File: src/rtl/rtc_regbank.sv
module rtc_regbank (
  input  logic        clk,
  input  logic        rst_n,
  input  logic        acc_en,
  input  logic        wr_en,
  input  logic        seq,
  input  logic [4:0]  addr,
  input  logic [7:0]  wdata,
  output logic [7:0]  rdata,
  input  logic [55:0] live_time,
  output logic [47:0] ld_time,
  output logic        ld_stb,
  output logic        run,
  output logic [4:0]  mode_bits,
  output logic [15:0] comp_val,
  input  logic        tick_sec,
  input  logic        tick_min,
  input  logic        tick_hour,
  input  logic        tick_day,
  output logic        irq
);
  logic [4:0]  ptr, cur_addr;
  logic [2:0]  aidx;
  logic [55:0] snap;
  logic [47:0] shadow, alarm_v;
  logic [5:0]  ctrl;
  logic [3:0]  ien, ev_f;
  logic        alm_f, pwr_f, match, match_q;
  logic [7:0]  comp_lo, comp_hi, rmux;
  logic        wr, rd, st_wr;

  assign cur_addr  = seq ? ptr : addr;
  assign aidx      = cur_addr[2:0] - 3'd7;
  assign wr        = acc_en & wr_en;
  assign rd        = acc_en & ~wr_en;
  assign st_wr     = wr & (cur_addr == 5'd14);
  assign match     = (live_time[47:0] == alarm_v);
  assign ld_time   = shadow;
  assign run       = ctrl[0];
  assign mode_bits = ctrl[5:1];
  assign comp_val  = {comp_hi, comp_lo};
  assign irq       = (alm_f & ien[3]) | (ev_f[ien[1:0]] & ien[2]);

  always_comb begin
    rmux = 8'h00;
    if (cur_addr <= 5'd6)
      rmux = snap[{cur_addr[2:0], 3'b000} +: 8];
    else if (cur_addr <= 5'd12)
      rmux = alarm_v[{aidx, 3'b000} +: 8];
    else if (cur_addr == 5'd13)
      rmux = {2'b00, ctrl};
    else if (cur_addr == 5'd14)
      rmux = {pwr_f, alm_f, ev_f, run, 1'b0};
    else if (cur_addr == 5'd15)
      rmux = {4'h0, ien};
    else if (cur_addr == 5'd16)
      rmux = comp_lo;
    else if (cur_addr == 5'd17)
      rmux = comp_hi;
  end

  always_ff @(posedge clk) begin
    if (!rst_n) begin
      ptr     <= 5'd0;
      snap    <= '0;
      shadow  <= '0;
      alarm_v <= '0;
      ctrl    <= '0;
      ien     <= '0;
      ev_f    <= '0;
      alm_f   <= 1'b0;
      pwr_f   <= 1'b1;
      match_q <= 1'b1;
      comp_lo <= '0;
      comp_hi <= '0;
      rdata   <= '0;
      ld_stb  <= 1'b0;
    end else begin
      match_q <= match;
      ld_stb  <= wr && (cur_addr == 5'd5);
      if (acc_en) ptr <= cur_addr + 5'd1;
      if (rd) rdata <= rmux;
      if (wr && cur_addr <= 5'd5)
        shadow[{cur_addr[2:0], 3'b000} +: 8] <= wdata;
      if (wr && cur_addr >= 5'd7 && cur_addr <= 5'd12)
        alarm_v[{aidx, 3'b000} +: 8] <= wdata;
      if (wr && cur_addr == 5'd13) begin
        ctrl <= wdata[5:0];
        if (wdata[6]) snap <= live_time;
      end
      if (wr && cur_addr == 5'd15) ien <= wdata[3:0];
      if (wr && cur_addr == 5'd16) comp_lo <= wdata;
      if (wr && cur_addr == 5'd17) comp_hi <= wdata;
      ev_f  <= (ev_f & ~(st_wr ? wdata[5:2] : 4'h0))
             | {tick_day, tick_hour, tick_min, tick_sec};
      alm_f <= (alm_f & ~(st_wr & wdata[6])) | (match & ~match_q);
      pwr_f <= pwr_f & ~(st_wr & wdata[7]);
    end
  end
endmodule


File: config.mk
export PLATFORM = sky130hd
export DESIGN_NAME = rtc_regbank
export DESIGN_NICKNAME = d
export VERILOG_FILES = /design/src/rtl/rtc_regbank.sv
export SDC_FILE = /design/constraint.sdc
export NUM_CORES = 1
export LEC_CHECK = 0
export BUFFER_PORTS_ARGS = -buffer_cell sky130_fd_sc_hd__buf_2
export CAP_MARGIN = 20
export CORE_MARGIN = 3
export CORE_UTILIZATION = 37
export DETAILED_ROUTE_END_ITERATION = 8
export SLEW_MARGIN = 25
export SYNTH_ARGS = -nofsm -noshare
export SYNTH_HDL_FRONTEND = slang
export SYNTH_SLANG_ARGS = --single-unit
File: constraint.sdc
create_clock -name clk -period 4.26 [get_ports clk]
set_clock_uncertainty 0.2 [all_clocks]
set_input_delay 0.213 -clock clk [delete_from_list [all_inputs] [get_ports clk]]
set_output_delay 0.213 -clock clk [all_outputs]
set_load 0.02 [all_outputs]
==> results.txt <==
First drt pass iteration count: 5
Total global-route track usage: 22.8%
Critical-path top delay cell: sky130_fd_sc_hd__xnor2_2
Sequential cell area fraction in the yosys report: 39.7%
Top achievable clock speed: 0.288 GHz
Postcts setup bufs: 0
Total overflow reported by the global router: 0
Sequence of cells on the critical path: mux2_4 -> ha_1 -> inv_1 -> xnor2_2 -> a21oi_1 -> nand2_1 -> mux2i_1
Final number of setup-violating endpoints: 0
Fraction of synthesized cell area taken by the top area cell type: 39.7%
Async S/R FF share, synth: 0%
Data required time of the critical path: 4.43 ns
Height of the chip: 171 µm
Clk buf depth: 2
Routed len/inst: 20.3 µm
Ant diodes: 0
Ratio of total power to cell area: 336 nW/µm²
Gate count of the mapped netlist: 1,121
Maximum cell stage delay along the critical path: 0.78 ns
Post-layout instance area: 12,200 µm²
Cts repair resizes: 0
IO Count: 158
Final Worst Setup Slack: 0.788 ns
Port Buffers: 157
Antenna-violating nets left: 0
Static leakage: 4.65 nW
Final setup TNS: 0 ns
Cell chosen for the clock root: sky130_fd_sc_hd__clkbuf_16
Worst Hold Path Cells: 3
Fin. max-slew vios: 0
Classification of the worst-slack hold path: in2reg
Clock latency on the worst-skew pair: 0.45 ns
Post-DP Area: 11,000 µm²
Count of clock tree sinks: 199
Result of the run: finished clean
Chip width: 171 µm
Unrepaired setup endpoints after global routing: false
Arrival time worst endpoint: 3.64 ns
Clock transition at the registers of the reported paths: 0.09 ns
Worst setup path class: reg2reg
WL final: 33,400 µm
Number of antenna violations at the first check in global routing: 0
Clock tree from TritonCTS: built
EDFF count, synth: 0
Maximum number of pins on one net before global-route repair: 74
Remaining max-slew budget at the tightest pin: 37.0%
Total number of vias: 8,910
Hold Fails Final Rpt: 0
Die footprint: 29,100 µm²
Highest net fanout along the worst path: 20
Max-capacitance violation count: 0
GPL Wtd Cong: 0.869
First-pass GRT wire length: 51,300 µm
Distinct cell type count of the synthesized netlist: 71
Count of nets after finishing: 1,383
Tightest hold margin: 0.0286 ns
Net Count, Synth: 1,208
Largest area contributor in the synthesized netlist: sky130_fd_sc_hd__dfxtp_1
Synth Cell Area: 10,000 µm²
Nature of the critical path endpoint: flop
Mean instance size in the synthesized netlist: 8.95 µm²
Startpoint class of the critical path: flop
Synthesis-to-layout area growth: 22.1%
Number of buffers added by the clock tree synthesis step: 17
Top cells by area, synth: sky130_fd_sc_hd__dfxtp_1 40%, sky130_fd_sc_hd__mux2i_1 9.2%, sky130_fd_sc_hd__nand2_1 8.4%, sky130_fd_sc_hd__a21boi_0 6.9%, sky130_fd_sc_hd__xnor2_1 4.2%
Post-placement worst setup slack: 0.871 ns
Hpwl dp: 23,200 µm
Via count of the first global-routing pass: 8,605
Number of cells traversed by the worst register-to-register path: 7
Maximum vdd drop: 0.197 mV
Total number of H-tree levels: 4
Synthesized flop and latch total: 199
Residual DRC: 0
Row cnt: 59
Commonest register cell after synthesis: sky130_fd_sc_hd__dfxtp_1
Transition time at the pin with the least slew margin: 0.941 ns
Initial Utilization: 38.1%
Core box area: 26,400 µm²
Starting DRC count in detailed routing: 880
Final Non-Filler Cells: 1,644
Final period demand of the worst path: 3.47 ns
Final period util: 81.5%
Share of post-route cells with drive strength above 1: 19.0%
Count of hold buffers inserted by post-cts repair: 61
YS warnings: 0
# placed instances: 1,551
Via density per instance: 5.42
[synthesized netlist by cell type, drive strengths merged (2+ instances only)]
cell type  count
nor3          11
a21boi       100
nor2b         63
clkbuf        56
nor2          15
ha             9
o32ai          2
xnor2         49
o221ai         5
a21oi         22
nand4bb        2
a21bo          2
nand4         15
a221oi        17
o21a           7
or3           10
a211oi         8
mux4           9
mux2           6
buf           26
a31o           2
nor3b          3
a21o           5
nand3         64
nor4           6
a222oi         3
nand2b        11
nand3b         9
a22o           2
and2           4
dfxtp        199
o22ai          2
a22oi          7
and3           2
a211o          4
a31oi          3
o21ai         23
inv            8
nand2        224
mux2i         94
[placed cells by master (no fill, tap or decap), types with 3 or more instances in the layout]
master and n:
sky130_fd_sc_hd__nor4_1 3, sky130_fd_sc_hd__inv_6 4, sky130_fd_sc_hd__nor3_1 8, sky130_fd_sc_hd__nor2b_1 63
sky130_fd_sc_hd__a21oi_1 21, sky130_fd_sc_hd__a211o_1 3, sky130_fd_sc_hd__clkinv_8 6, sky130_fd_sc_hd__mux4_2 8
sky130_fd_sc_hd__a221oi_1 17, sky130_fd_sc_hd__dfxtp_1 199, sky130_fd_sc_hd__nand4_1 15, sky130_fd_sc_hd__nand3_1 62
sky130_fd_sc_hd__inv_8 3, sky130_fd_sc_hd__mux2_2 5, sky130_fd_sc_hd__a211oi_1 8, sky130_fd_sc_hd__o221ai_1 5
sky130_fd_sc_hd__xnor2_1 48, sky130_fd_sc_hd__nand3b_1 9, sky130_fd_sc_hd__a22oi_1 7, sky130_fd_sc_hd__buf_4 20
sky130_fd_sc_hd__nor2_1 14, sky130_fd_sc_hd__o21a_1 7, sky130_fd_sc_hd__a31oi_1 3, sky130_fd_sc_hd__a222oi_1 3
sky130_fd_sc_hd__dlygate4sd3_1 61, sky130_fd_sc_hd__a21boi_0 92, sky130_fd_sc_hd__clkbuf_16 17, sky130_fd_sc_hd__nand2_1 224
sky130_fd_sc_hd__and2_1 3, sky130_fd_sc_hd__inv_1 7, sky130_fd_sc_hd__a21o_1 5, sky130_fd_sc_hd__o21ai_0 22
sky130_fd_sc_hd__nand2b_1 11, sky130_fd_sc_hd__mux2i_1 91, sky130_fd_sc_hd__or3_1 10, sky130_fd_sc_hd__buf_2 156
sky130_fd_sc_hd__ha_1 9, sky130_fd_sc_hd__a21boi_1 8
[worst max-delay path: cells and delay by family (launching register included)]
kind	cells	cell delay [ns]
multiplexers	2	0.70
buffers and inverters	1	0.16
AND/OR/NAND/NOR	1	0.50
flip-flops	1	0.45
AO/OA/AOI/OAI	1	0.26
XOR/XNOR	1	0.78
adder cells (fa/ha/maj)	1	0.32
[area by class of cell]
class	count	area [µm²]
fillers	2548	14100
clock buffers	18	439
clock inverters	14	174
inverters	9	46.3
flip-flops and latches	199	3980
well taps	335	419
multi-input cells	831	5630
repair buffers	238	1560
[logic make-up (layout without fill, tap and decap cells)]
logic type | Yosys count | after routing | synth area share [%]
AND/OR/NAND/NOR | 443 | 443 | 21.9
flip-flops | 199 | 199 | 39.7
XOR/XNOR | 50 | 50 | 4.44
adder cells (fa/ha/maj) | 9 | 9 | 1.12
AO/OA/AOI/OAI | 220 | 220 | 16.1
multiplexers | 109 | 109 | 12.4
buffers and inverters | 91 | 279 | 4.30
[registers in the layout (all words and copies together) (netlist names)]
| signal | count |
|---|---|
| alarm_v | 48 |
| alm_f | 1 |
| comp_hi | 8 |
| comp_lo | 8 |
| ctrl | 6 |
| ev_f | 4 |
| ien | 4 |
| ld_stb | 1 |
| ld_time | 48 |
| match_q | 1 |
| ptr | 5 |
| pwr_f | 1 |
| rdata | 8 |
| snap | 56 |
[metal layers]
metal / vias up / wire (µm) / track usage [%] / share of wire (%)
met5: - / 0 / 0 / 0
met4: 0 / 885 / 7.58 / 2.6
met3: 52 / 2300 / 4.94 / 6.9
met2: 306 / 15200 / 35.2 / 45
met1: 4271 / 15100 / 31.9 / 45
li1: 4281 / - / - / -
[through the flow]
stage	util (%)	power, mW
3_5_place_dp	41.8	2.44
4_1_cts	46.5	4.14
6_report	46.5	4.12
3_3_place_gp	41.8	2.44
5_1_grt	46.5	4.26
2_1_floorplan	-	2.26
[power breakdown]
group	switching, mW	total (mW)	leakage (nW)	internal (mW)
clock network	0.854	1.67	0.295	0.816
logic	0.341	0.553	2.75	0.212
registers	0.0195	1.90	1.61	1.88
[final timing paths]
path | from | to | slack [ns]
max | ptr[0] | alarm_v[43] | 0.79
min | wdata[5] | ld_time[29] | 0.03
min reg2reg | snap[30] | snap[30] | 0.26
max reg2reg | ptr[0] | alarm_v[43] | 0.79
Note: power is estimated with default switching activity, not from simulation.
